## config.mk

```make
export PLATFORM = sky130hd
export DESIGN_NAME = vperm_unit
export DESIGN_NICKNAME = d
export VERILOG_FILES = /design/src/rtl/vperm_pkg.sv /design/src/rtl/vperm_store.sv /design/src/rtl/vperm_src_sel.sv /design/src/rtl/vperm_ctrl.sv /design/src/rtl/vperm_unit.sv
export SDC_FILE = /design/constraint.sdc
export NUM_CORES = 2
export LEC_CHECK = 0
export BUFFER_PORTS_ARGS = -buffer_cell sky130_fd_sc_hd__buf_2
export CORE_MARGIN = 4
export CORE_UTILIZATION = 45
export DETAILED_ROUTE_END_ITERATION = 10
export GPL_TIMING_DRIVEN = 0
export PLACE_DENSITY_LB_ADDON = 0.25
export REMOVE_ABC_BUFFERS = 1
export SLEW_MARGIN = 40
export SYNTH_ARGS = -nofsm -noshare
export SYNTH_HDL_FRONTEND = slang
export SYNTH_SLANG_ARGS = --single-unit
```

## constraint.sdc

```tcl
create_clock -name clk -period 9.9 [get_ports clk]
set_input_delay 0.99 -clock clk [delete_from_list [all_inputs] [get_ports clk]]
set_output_delay 0.99 -clock clk [all_outputs]
set_load 0.1 [all_outputs]
```

## src/rtl/vperm_pkg.sv

```systemverilog
package vperm_pkg;

  typedef enum logic [1:0] {
    ST_IDLE  = 2'd0,
    ST_READ  = 2'd1,
    ST_WRITE = 2'd2,
    ST_FIN   = 2'd3
  } vperm_state_e;

  typedef enum logic {
    OP_GATHER  = 1'b0,
    OP_SWIZZLE = 1'b1
  } vperm_op_e;

  localparam int LANES_PER_GROUP = 4;
  localparam int LANE_SEL_W      = 2;

endpackage

```

## src/rtl/vperm_store.sv

```systemverilog
module vperm_store #(
  parameter int DEPTH = 32,
  parameter int W     = 32,
  parameter int NRD   = 1,
  parameter int AW    = $clog2(DEPTH)
) (
  input  logic                   clk,
  input  logic                   we,
  input  logic [AW-1:0]          waddr,
  input  logic [W-1:0]           wdata,
  input  logic [NRD-1:0][AW-1:0] raddr,
  output logic [NRD-1:0][W-1:0]  rdata
);

  logic [W-1:0] mem_q [DEPTH];

  always_ff @(posedge clk) begin
    if (we) begin
      mem_q[waddr] <= wdata;
    end
  end

  for (genvar p = 0; p < NRD; p++) begin : g_rd
    assign rdata[p] = mem_q[raddr[p]];
  end

endmodule

```

## src/rtl/vperm_src_sel.sv

```systemverilog
module vperm_src_sel
  import vperm_pkg::*;
#(
  parameter int CW   = 5,
  parameter int IMMW = 8
) (
  input  vperm_op_e         op,
  input  logic [CW-1:0]     cnt,
  input  logic [IMMW-1:0]   imm,
  output logic [CW-1:0]     sel
);

  localparam int LB = $clog2(LANES_PER_GROUP);

  logic [LANE_SEL_W-1:0] lane_src [LANES_PER_GROUP];

  for (genvar j = 0; j < LANES_PER_GROUP; j++) begin : g_lane
    assign lane_src[j] = imm[LANE_SEL_W*j +: LANE_SEL_W];
  end

  always_comb begin
    if (op == OP_SWIZZLE) begin
      sel = {cnt[CW-1:LB], lane_src[cnt[LB-1:0]]};
    end else begin
      sel = cnt;
    end
  end

endmodule

```

## src/rtl/vperm_ctrl.sv

```systemverilog
module vperm_ctrl
  import vperm_pkg::*;
#(
  parameter int AW     = 5,
  parameter int CW     = 5,
  parameter int VLW    = 4,
  parameter int VL_MAX = 8,
  parameter int IMMW   = 8
) (
  input  logic            clk,
  input  logic            rst_n,
  input  logic            start,
  input  logic            op_i,
  input  logic [VLW-1:0]  vl_i,
  input  logic [AW-1:0]   rd_i,
  input  logic [AW-1:0]   rs1_i,
  input  logic [AW-1:0]   rs2_i,
  input  logic [IMMW-1:0] imm_i,
  input  logic            rd_fault,
  input  logic            wr_fault,
  output logic [CW-1:0]   cnt,
  output vperm_op_e       op_q,
  output logic [VLW-1:0]  vl_q,
  output logic [AW-1:0]   rd_q,
  output logic [AW-1:0]   rs1_q,
  output logic [AW-1:0]   rs2_q,
  output logic [IMMW-1:0] imm_q,
  output logic            busy,
  output logic            done,
  output logic            trap,
  output logic            buf_we,
  output logic            arr_we
);

  localparam int LW = CW + 1;

  vperm_state_e state_q, state_d;
  logic [CW-1:0] cnt_q, cnt_d;
  logic          trap_q, trap_d;
  logic          accept;
  logic          vl_ok;
  logic [LW-1:0] elem_cnt;
  logic [LW-1:0] last_idx;
  logic          is_last;

  assign accept = (state_q == ST_IDLE) && start;
  assign vl_ok  = (vl_i != '0) && ({1'b0, vl_i} <= (VLW+1)'(VL_MAX));

  assign elem_cnt = (op_q == OP_SWIZZLE) ? (LW'(vl_q) << 2) : LW'(vl_q);
  assign last_idx = elem_cnt - LW'(1);
  assign is_last  = ({1'b0, cnt_q} == last_idx);

  always_comb begin
    state_d = state_q;
    cnt_d   = cnt_q;
    trap_d  = trap_q;
    unique case (state_q)
      ST_IDLE: begin
        if (start) begin
          cnt_d = '0;
          if (vl_ok) begin
            state_d = ST_READ;
            trap_d  = 1'b0;
          end else begin
            state_d = ST_FIN;
            trap_d  = 1'b1;
          end
        end
      end
      ST_READ: begin
        if (rd_fault) begin
          state_d = ST_FIN;
          trap_d  = 1'b1;
        end else if (is_last) begin
          state_d = ST_WRITE;
          cnt_d   = '0;
        end else begin
          cnt_d = cnt_q + CW'(1);
        end
      end
      ST_WRITE: begin
        if (wr_fault) begin
          state_d = ST_FIN;
          trap_d  = 1'b1;
        end else if (is_last) begin
          state_d = ST_FIN;
        end else begin
          cnt_d = cnt_q + CW'(1);
        end
      end
      ST_FIN: begin
        state_d = ST_IDLE;
      end
      default: begin
        state_d = ST_IDLE;
      end
    endcase
  end

  always_ff @(posedge clk or negedge rst_n) begin
    if (!rst_n) begin
      state_q <= ST_IDLE;
      cnt_q   <= '0;
      trap_q  <= 1'b0;
    end else begin
      state_q <= state_d;
      cnt_q   <= cnt_d;
      trap_q  <= trap_d;
    end
  end

  always_ff @(posedge clk) begin
    if (accept) begin
      op_q  <= vperm_op_e'(op_i);
      vl_q  <= vl_i;
      rd_q  <= rd_i;
      rs1_q <= rs1_i;
      rs2_q <= rs2_i;
      imm_q <= imm_i;
    end
  end

  assign cnt    = cnt_q;
  assign busy   = (state_q == ST_READ) || (state_q == ST_WRITE);
  assign done   = (state_q == ST_FIN);
  assign trap   = (state_q == ST_FIN) && trap_q;
  assign buf_we = (state_q == ST_READ) && !rd_fault;
  assign arr_we = (state_q == ST_WRITE) && !wr_fault;

endmodule

```

## src/rtl/vperm_unit.sv

```systemverilog
module vperm_unit
  import vperm_pkg::*;
#(
  parameter int NREG   = 32,
  parameter int W      = 32,
  parameter int VL_MAX = 8,
  parameter int VLW    = 4
) (
  input  logic                    clk,
  input  logic                    rst_n,
  input  logic                    start,
  input  logic                    op_sel,
  input  logic [VLW-1:0]          vlen,
  input  logic [$clog2(NREG)-1:0] rd_base,
  input  logic [$clog2(NREG)-1:0] rs1_base,
  input  logic [$clog2(NREG)-1:0] rs2_base,
  input  logic [7:0]              imm_sel,
  output logic                    busy,
  output logic                    done,
  output logic                    trap,
  input  logic                    tw_en,
  input  logic [$clog2(NREG)-1:0] tw_addr,
  input  logic [W-1:0]            tw_data,
  input  logic [$clog2(NREG)-1:0] tr_addr,
  output logic [W-1:0]            tr_data
);

  localparam int AW    = $clog2(NREG);
  localparam int ELEMS = LANES_PER_GROUP * VL_MAX;
  localparam int CW    = $clog2(ELEMS);
  localparam int SW    = ((AW > CW) ? AW : CW) + 1;
  localparam int IMMW  = 8;

  logic [CW-1:0]   cnt;
  vperm_op_e       op_q;
  logic [VLW-1:0]  vl_q;
  logic [AW-1:0]   rd_q, rs1_q, rs2_q;
  logic [IMMW-1:0] imm_q;
  logic            rd_fault, wr_fault;
  logic            buf_we, unit_we;

  logic [SW-1:0]   src_sum, dat_sum, dst_sum;
  logic [W-1:0]    idx_val;
  logic            idx_ok;

  logic [2:0][AW-1:0] rf_raddr;
  logic [2:0][W-1:0]  rf_rdata;
  logic               rf_we;
  logic [AW-1:0]      rf_waddr;
  logic [W-1:0]       rf_wdata;
  logic               tw_ok;

  logic [CW-1:0]      snap_sel;
  logic [0:0][CW-1:0] snap_raddr;
  logic [0:0][W-1:0]  snap_rdata;
  logic [W-1:0]       snap_wdata;

  vperm_ctrl #(
    .AW(AW), .CW(CW), .VLW(VLW), .VL_MAX(VL_MAX), .IMMW(IMMW)
  ) u_ctrl (
    .clk     (clk),
    .rst_n   (rst_n),
    .start   (start),
    .op_i    (op_sel),
    .vl_i    (vlen),
    .rd_i    (rd_base),
    .rs1_i   (rs1_base),
    .rs2_i   (rs2_base),
    .imm_i   (imm_sel),
    .rd_fault(rd_fault),
    .wr_fault(wr_fault),
    .cnt     (cnt),
    .op_q    (op_q),
    .vl_q    (vl_q),
    .rd_q    (rd_q),
    .rs1_q   (rs1_q),
    .rs2_q   (rs2_q),
    .imm_q   (imm_q),
    .busy    (busy),
    .done    (done),
    .trap    (trap),
    .buf_we  (buf_we),
    .arr_we  (unit_we)
  );

  // read-phase address generation and range checks
  assign src_sum = SW'(rs1_q) + SW'(cnt);
  assign idx_val = rf_rdata[0];
  assign idx_ok  = idx_val < W'(vl_q);
  assign dat_sum = SW'(rs2_q) + SW'(idx_val[CW-1:0]);

  assign rd_fault = (src_sum >= SW'(NREG)) ||
                    ((op_q == OP_GATHER) && (!idx_ok || (dat_sum >= SW'(NREG))));

  // write-phase address generation and range check
  assign dst_sum  = SW'(rd_q) + SW'(cnt);
  assign wr_fault = dst_sum >= SW'(NREG);

  // register array: port 0 index/source, port 1 gather data, port 2 test
  assign rf_raddr[0] = src_sum[AW-1:0];
  assign rf_raddr[1] = dat_sum[AW-1:0];
  assign rf_raddr[2] = tr_addr;

  assign tw_ok    = tw_en && !busy;
  assign rf_we    = unit_we || tw_ok;
  assign rf_waddr = unit_we ? dst_sum[AW-1:0] : tw_addr;
  assign rf_wdata = unit_we ? snap_rdata[0] : tw_data;

  vperm_store #(.DEPTH(NREG), .W(W), .NRD(3)) u_regs (
    .clk  (clk),
    .we   (rf_we),
    .waddr(rf_waddr),
    .wdata(rf_wdata),
    .raddr(rf_raddr),
    .rdata(rf_rdata)
  );

  assign tr_data = rf_rdata[2];

  // snapshot of all source elements, filled before any write
  assign snap_wdata = (op_q == OP_GATHER) ? rf_rdata[1] : rf_rdata[0];

  vperm_src_sel #(.CW(CW), .IMMW(IMMW)) u_sel (
    .op (op_q),
    .cnt(cnt),
    .imm(imm_q),
    .sel(snap_sel)
  );

  assign snap_raddr[0] = snap_sel;

  vperm_store #(.DEPTH(ELEMS), .W(W), .NRD(1)) u_snap (
    .clk  (clk),
    .we   (buf_we),
    .waddr(cnt),
    .wdata(snap_wdata),
    .raddr(snap_raddr),
    .rdata(snap_rdata)
  );

endmodule

```

# Word-level counts from Yosys, hierarchy flattened
# Memories as Yosys holds them, arrays and structs flattened.
# Index checks and enable logic that the tools add are counted.
dict set report totals {
  mem_count 2
  out_inout_bits 35
  reg_bits 36
  in_bits 74
  word_cells 87
  ram_bits 2048
}
# name depth width rd rd_clocked_by_memory_dff wr line_no
set mem_list {}
lappend mem_list {u_regs.mem_q 32 32 3 0 1 vperm_store.sv:15} ;# logic [W-1:0] mem_q [DEPTH];
lappend mem_list {u_snap.mem_q 32 32 1 0 1 vperm_store.sv:15}
dict set report classes {
  mux 30
  n_lt_le_gt_ge 6
  addsub 5
  eq_ne 12
  reduce_logical 21
  n_bitwise 2
}
# operator count
set op_table {}
lappend op_table {{$mux W32} 2}
lappend op_table {{$lt A32 B4 Y1} 1}
lappend op_table {{$mux W5} 6}
lappend op_table {{$add A5 B5 Y6} 3}
lappend op_table {{$ge A6 B6 Y1 const B} 3}
lappend op_table {{$mux W2} 9}
lappend op_table {{$pmux W5 S3} 1}
lappend op_table {{$mux W1} 8}
lappend op_table {{$ne A2 B2 Y1 const B} 4}
lappend op_table {{$pmux W2 S4} 1}
lappend op_table {{$logic_and A1 B1 Y1} 7}
lappend op_table {{$eq A5 B6 Y1} 1}
lappend op_table {{$mux W6} 1}
lappend op_table {{$ne A3 B1 Y1 const B} 2}
lappend op_table {{$sub A6 B1 Y6 const B} 1}
lappend op_table {{$add A5 B1 Y5 const B} 1}
lappend op_table {{$reduce_and A5 Y1} 1}
lappend op_table {{$bmux W2 S2} 1}
lappend op_table {{$eq A2 B2 Y1 const B} 2}
lappend op_table {{$le A4 B4 Y1 const B} 1}
lappend op_table {{$logic_not A1 Y1} 4}
lappend op_table {{$logic_or A1 B1 Y1} 4}
lappend op_table {{$ne A2 B1 Y1 const B} 2}
lappend op_table {{$reduce_and A4 Y1} 1}
lappend op_table {{9 further kinds} 9}

# Longest topological paths before layout
# An unclocked memory read counts as a cell.
dict set report depth {
  word_depth 11
  depth_mapped 23
  ltp_nobuf 19
}

# By module
# A second synthesis with hierarchy kept.
dict set report hier_totals {
  cells_unflattened 7067
  area_unflattened_um2 100784.2
}
# mod area_per_inst_um2 n_inst cells_each seq_area_each_um2
set modules_own_cells {}
lappend modules_own_cells {{vperm_store (u_regs)} 57677.8 1 4544 30749.5}
lappend modules_own_cells {{vperm_store (u_snap)} 39844.5 1 2228 30749.5}
lappend modules_own_cells {vperm_ctrl 1712.9 1 130 1041.0}
lappend modules_own_cells {vperm_unit 1456.4 1 153 0.0}
lappend modules_own_cells {vperm_src_sel 92.6 1 12 0.0}

# Worst setup path after synthesis
# No wires, ideal clock.
dict set report synth_timing {
  kind {flip-flop to flip-flop}
  start {register u_ctrl.cnt_q[0], in the netlist u_ctrl.cnt[0]}
  end {memory u_snap.mem_q[0][15], data pin}
  n_path_buf 7
  setup_ps 454
  arrival_ps 6966
  t_required_ps 9446
  slack_ps 2480
  path_stages_with_launch 17
  synth_period_minus_slack_ps 7420
  cell_sequence {dfrtp_1 > ha_1 > buf_6 > buf_4 > buf_2 > buf_2 > buf_2 > buf_1 > mux4_2 > mux4_2 > mux2_2 > ha_1 > xnor2_1 > clkbuf_1 > mux4_2 > mux2i_1 > o21ai_0}
}
dict set report synth_between {
  elab_chain_cells 5
  word_cells_on_any_way 4
  classes_between {add/sub (2); mux (1); memory (1)}
}
# item line_no
set synth_rtl {}
lappend synth_rtl {{start: declaration} vperm_ctrl.sv:38} ;# logic [CW-1:0] cnt_q, cnt_d;
lappend synth_rtl {{start signal: assignment} vperm_ctrl.sv:107} ;# cnt_q <= cnt_d;
lappend synth_rtl {{$add A5 B5 Y6 (*)} vperm_unit.sv:87} ;# assign src_sum = SW'(rs1_q) + SW'(cnt);
lappend synth_rtl {{$mem_v2 Z32 W32} -}
lappend synth_rtl {{$add A5 B5 Y6} vperm_unit.sv:90} ;# assign dat_sum = SW'(rs2_q) + SW'(idx_val[CW-1:0]);
lappend synth_rtl {{$mem_v2 Z32 W32} -}
lappend synth_rtl {{$mux W32 (*)} vperm_unit.sv:121} ;# assign snap_wdata = (op_q == OP_GATHER) ? rf_rdata[1] : rf_rdata[0];
lappend synth_rtl {{net snap_wdata[15]} vperm_unit.sv:56} ;# logic [W-1:0] snap_wdata;
lappend synth_rtl {{end: declaration} vperm_store.sv:15}
# Mark *: on every way through the listed nets, which the timed path passes. The rest lies on a longest branch.

# Worst setup path after layout
dict set report layout_timing {
  start {register u_ctrl.cnt_q[0], in the netlist u_ctrl.cnt[0]}
  end {memory u_snap.mem_q[23][10] (enable)}
}
dict set report layout_between {
  elab_chain_cells 11
  word_cells_on_any_way 14
  classes_between {add/sub (2); order compare (3); mux (2); reduce/logical (6); memory (1)}
}
# item line_no
set layout_rtl {}
lappend layout_rtl {{$add A5 B5 Y6} vperm_unit.sv:87}
lappend layout_rtl {{$mem_v2 Z32 W32} -}
lappend layout_rtl {{$add A5 B5 Y6 or $lt A32 B4 Y1 (tied branches)} {vperm_unit.sv:90, vperm_unit.sv:89}}
lappend layout_rtl {{$ge A6 B6 Y1 or $logic_not A1 Y1 (tied branches)} vperm_unit.sv:93} ;# ((op_q == OP_GATHER) && (!idx_ok || (dat_sum >= SW'(NREG))));
lappend layout_rtl {{$logic_or A1 B1 Y1} vperm_unit.sv:93}
lappend layout_rtl {{$logic_and A1 B1 Y1} vperm_unit.sv:93}
lappend layout_rtl {{$logic_or A1 B1 Y1} vperm_unit.sv:92} ;# assign rd_fault = (src_sum >= SW'(NREG)) ||
lappend layout_rtl {{$logic_not A1 Y1} vperm_ctrl.sv:127} ;# assign buf_we = (state_q == ST_READ) && !rd_fault;
lappend layout_rtl {{$logic_and A1 B1 Y1} vperm_ctrl.sv:127}
lappend layout_rtl {{$mux W1} vperm_store.sv:18} ;# if (we) begin
lappend layout_rtl {{$mux W1 (implied by the code)} vperm_store.sv:19} ;# mem_q[waddr] <= wdata;
# Parallel ways exist; a longest one is shown, timed or not.

==> impl_summary.txt <==
----------------------------------------------------
[Run status]
  Outcome ... finished, final reports clean

[Final layout]
  Number of nets in the layout ... 5113
  Antenna fix cells ... 0
  Fraction of final layout cells sized beyond drive strength 1 ... 42.70%
  Synth-to-layout area growth ... 18.28%
  Top library cells by usage in the layout, fill and taps aside ... 2076 x sky130_fd_sc_hd__edfxtp_1, 1159 x sky130_fd_sc_hd__mux4_2, 242 x sky130_fd_sc_hd__nand2_1
  Most common cell after layout, fill and taps aside ... sky130_fd_sc_hd__edfxtp_1

[Setup path]
  Startpoint Class ... register
  Critical Path End ... u_snap.mem_q[23][10]
  Worst setup slack for register-to-register paths ... 1420 ps
  Path type of the worst setup path ... reg2reg
  Critical register-to-register path startpoint ... u_ctrl.cnt[0]
  Worst reg-to-reg path cell count ... 21
  Capture point of the worst reg-to-reg path ... u_snap.mem_q[23][10]
  Sort of element at the end of the critical path ... register
  Arrival time of data at the critical path endpoint ... 9000 ps
  Crit path launch ... u_ctrl.cnt[0]
  Data required time at the worst endpoint ... 10420 ps
  CP Max Fanout ... 26

[Synth]
  Count of mapped cells out of synthesis ... 4641
  Multiplexer share of the synthesized area ... 29.75%
  Synth Warn # ... 0
  Flip-flop cell with the highest count after synthesis ... sky130_fd_sc_hd__edfxtp_1
  Share of synthesized registers carrying an async set or reset ... 0.3839%
  Synthesized flop and latch total ... 2084
  Share of the synthesized area in compound gates (AO/OA/AOI/OAI) ... 1.760%
  Adder and majority cell fraction of the synthesized area ... 0.4228%
  Post-synthesis instance area ... 0.09706 mm^2
  Xor and xnor fraction of the mapped netlist area ... 0.1637%
  Number of different library cells in the post-synthesis netlist ... 71
  Share of the yosys chip area belonging to registers ... 64.43%
  Simple-Gate Fraction of Synth Area ... 1.899%
  Post-synth EDFFs ... 2076
  Post-Synthesis Mean Instance Area ... 20.91 um^2
  Combinational family with the most area after synthesis ... multiplexers

[STA]
  Endpoints failing hold ... 0
  Slew at the pin with the worst max-slew slack ... 893.6 ps
  Setup Skew ... 42.75 ps
  Setup repair after global routing missed its margin ... false
  Total Negative Setup Slacks ... 0 ps
  Setup violations, final ... 0
  Headroom to the max-slew limit ... 39.88%
  Final period utilization ... 85.61%
  Min Clock Period, post-route ... 8475 ps
  Maximum achievable frequency ... 0.1180 GHz
  Number of max-slew violations in the final report ... 0

[Global routing]
  Maximum number of pins on one net before global-route repair ... 59
  Wire length of the first global-routing pass ... 407.3 mm
  Via count of the first global-routing pass ... 54580
  Fraction of met1 tracks used by global routing ... 33.53%
  Met3 Use GR ... 5.428%
  Antenna violations before repair ... 6
  Overall fraction of global-route tracks in use ... 25.60%
  Total global routing overflow ... 0
  Met2 usage in global routing ... 41.78%
  Busiest grt layer ... met2

[Clock tree]
  Buffer depth of the longest clock path ... 3
  # H-tree levels ... 4
  Latest clock arrival within the worst-skew pair ... 860 ps
  Num CTS Buffers ... 211
  Clk sink count ... 2084
  Clock Root Buffer ... sky130_fd_sc_hd__clkbuf_16
  Clock tree from TritonCTS ... built
  Resize count post-CTS ... 0
  Post-CTS setup buffers ... 0
  CTS clk-pin slew, worst paths ... 60 ps

[Drt]
  Via/cell ratio ... 6.675
  Via total after detailed routing ... 53570
  Starting DRT DRC Count ... 7113
  Total wire length after detailed routing ... 285.4 mm
  Final routed DRC violation total ... 0
  Number of search-and-repair iterations in the first detailed-routing pass ... 6
  Antenna-violating nets left ... 0
  Wire per inst ... 35.56 um

[Power]
  Standby leakage power ... 0.03695 uW
  Post-route total power ... 44860 uW
  Total power divided by cell area ... 390.8 mW/mm^2
  Peak supply drop ... 0.3899 mV

[Floorplan]
  Initial standard-cell utilization of the core ... 45.22%
  Total die area ... 0.2232 mm^2
  Die Height ... 472.4 um
  Floorplan core area ... 0.2146 mm^2
  Boundary pin count ... 109
  Placement Rows ... 170
  Width of the chip ... 472.4 um

[Flow run]
  Max-Cap Viols ... 0

[Worst hold path]
  Worst min-delay path category ... in2reg

[Placed design]
  DPL Wire Length ... 195.6 mm
  Gpl congestion ... 0.7761
  Number of port buffers ... 108

----------------------------------------------------
-- metal layers --
layer / vias up / routed length (um)
li1: 20990 / -
met2: 3149 / 140600
met5: - / 7
met1: 28770 / 104600
met3: 654 / 26340
met4: 2 / 13830
-- layout make-up --
| type | count | area (um^2) |
|---|---|---|
| Fill cell | 16060 | 99820 |
| Inverter | 18 | 87.58 |
| Sequential cell | 2084 | 62550 |
| Tap cell | 2838 | 3551 |
| Multi-Input combinational cell | 2190 | 34150 |
| Clock inverter | 134 | 1374 |
| Clock buffer | 258 | 5563 |
| Timing Repair Buffer | 503 | 7518 |
-- cell families after synthesis --
group                    after synthesis
flip-flops                          2084
multiplexers                        1427
AND/OR/NAND/NOR                      418
buffers and inverters                367
AO/OA/AOI/OAI                        298
adder cells (fa/ha/maj)               31
XOR/XNOR                              16
-- state kept, by name (all words and copies together), names as in the netlist --
name            flops
u_snap.mem_q     1024
u_ctrl.rd_q         5
u_ctrl.trap_q       1
u_ctrl.state_q      2
u_ctrl.rs2_q        5
u_ctrl.rs1_q        5
u_ctrl.imm_q        8
u_ctrl.cnt          5
u_ctrl.op_q         1
u_ctrl.vl_q         4
u_regs.mem_q     1024
-- worst max-delay path, cell delays in order, from the launching register on --
cell and delay [ps]:
sky130_fd_sc_hd__dfrtp_2 620, sky130_fd_sc_hd__ha_4 280, sky130_fd_sc_hd__fa_4 880, sky130_fd_sc_hd__buf_12 260, sky130_fd_sc_hd__buf_12 240, sky130_fd_sc_hd__buf_12 250
sky130_fd_sc_hd__mux4_2 350, sky130_fd_sc_hd__mux4_2 480, sky130_fd_sc_hd__mux2i_2 530, sky130_fd_sc_hd__inv_1 180, sky130_fd_sc_hd__ha_1 320, sky130_fd_sc_hd__a21o_1 180
sky130_fd_sc_hd__a21oi_1 270, sky130_fd_sc_hd__nor2b_1 90, sky130_fd_sc_hd__o21ai_0 160, sky130_fd_sc_hd__nand2_1 120, sky130_fd_sc_hd__nor4_1 700, sky130_fd_sc_hd__a41oi_1 390
sky130_fd_sc_hd__nor2_4 620, sky130_fd_sc_hd__and2_1 280, sky130_fd_sc_hd__and3_4 500, sky130_fd_sc_hd__buf_12 260
-- cells in the mapped netlist, types with 3 or more instances --
cell,count,area (um^2)
sky130_fd_sc_hd__mux4_2,1159,26100
sky130_fd_sc_hd__and3_1,32,200.2
sky130_fd_sc_hd__nor2_1,54,202.7
sky130_fd_sc_hd__a21oi_1,126,630.6
sky130_fd_sc_hd__nor2b_1,4,25.02
sky130_fd_sc_hd__nand4_1,4,25.02
sky130_fd_sc_hd__o21ai_0,86,430.4
sky130_fd_sc_hd__a211oi_1,7,52.55
sky130_fd_sc_hd__buf_4,7,52.55
sky130_fd_sc_hd__fa_1,3,60.06
sky130_fd_sc_hd__and2_1,10,62.56
sky130_fd_sc_hd__nand3b_1,4,30.03
sky130_fd_sc_hd__a21o_1,8,60.06
sky130_fd_sc_hd__clkinv_1,3,11.26
sky130_fd_sc_hd__ha_1,28,350.3
sky130_fd_sc_hd__o211ai_1,3,22.52
sky130_fd_sc_hd__buf_6,5,56.30
sky130_fd_sc_hd__nand3_1,13,65.06
sky130_fd_sc_hd__buf_1,75,281.5
sky130_fd_sc_hd__nor3_1,8,40.04
sky130_fd_sc_hd__o22ai_1,24,150.1
sky130_fd_sc_hd__a31oi_1,5,31.28
sky130_fd_sc_hd__dfrtp_1,8,200.2
sky130_fd_sc_hd__nand2b_1,3,18.77
sky130_fd_sc_hd__a22oi_1,3,22.52
sky130_fd_sc_hd__inv_1,14,52.55
sky130_fd_sc_hd__a32oi_1,5,43.79
sky130_fd_sc_hd__mux2i_1,196,1962
sky130_fd_sc_hd__xor2_1,4,35.03
sky130_fd_sc_hd__a22o_1,6,52.55
sky130_fd_sc_hd__mux2_2,70,788.3
sky130_fd_sc_hd__xnor2_1,11,96.34
sky130_fd_sc_hd__clkbuf_1,198,743.2
sky130_fd_sc_hd__buf_2,64,320.3
sky130_fd_sc_hd__nand2_1,267,1002
sky130_fd_sc_hd__a221oi_1,7,61.31
sky130_fd_sc_hd__edfxtp_1,2076,62340
-- how the worst min path moves through the flow --
stage                             start             end  slack, ps  cells after the start
final                        rd_base[1]  u_ctrl.rd_q[1]        310                      1
after CTS                    rd_base[1]  u_ctrl.rd_q[1]        230                      1
after detailed placement  u_ctrl.trap_q   u_ctrl.trap_q        500                      1
after global routing         rd_base[1]  u_ctrl.rd_q[1]        260                      1
after floorplan           u_ctrl.trap_q   u_ctrl.trap_q        460                      1
after global placement    u_ctrl.trap_q   u_ctrl.trap_q        510                      1
-- stage by stage --
step           std cells  setup WS (ps)  hold WS [ps]  cell area, um^2  util, %
6_report            8025           1425         306.0           114800    53.49
3_5_place_dp        7632           1652         504.9           107800    50.22
5_1_grt             8025           1374         256.8           114800    53.49
3_3_place_gp        7238         -34910         506.4            99700    46.45
4_1_cts             8025           1598         234.2           114700    53.46
2_1_floorplan       4292         -19330         456.4            95610        -
-- report_power, final --
part	switching [uW]	internal, uW	leakage (uW)
Clock	3390	4640	0.00335
Combinational	12800	9980	0.0148
Sequential	206	13900	0.0188
-- what timing repair did --
item,4_1_cts,5_1_grt
hold buffers,1,0
setup endpoints to repair,0,0
hold endpoints to repair,8,0
(Power assumes the default switching activity.)
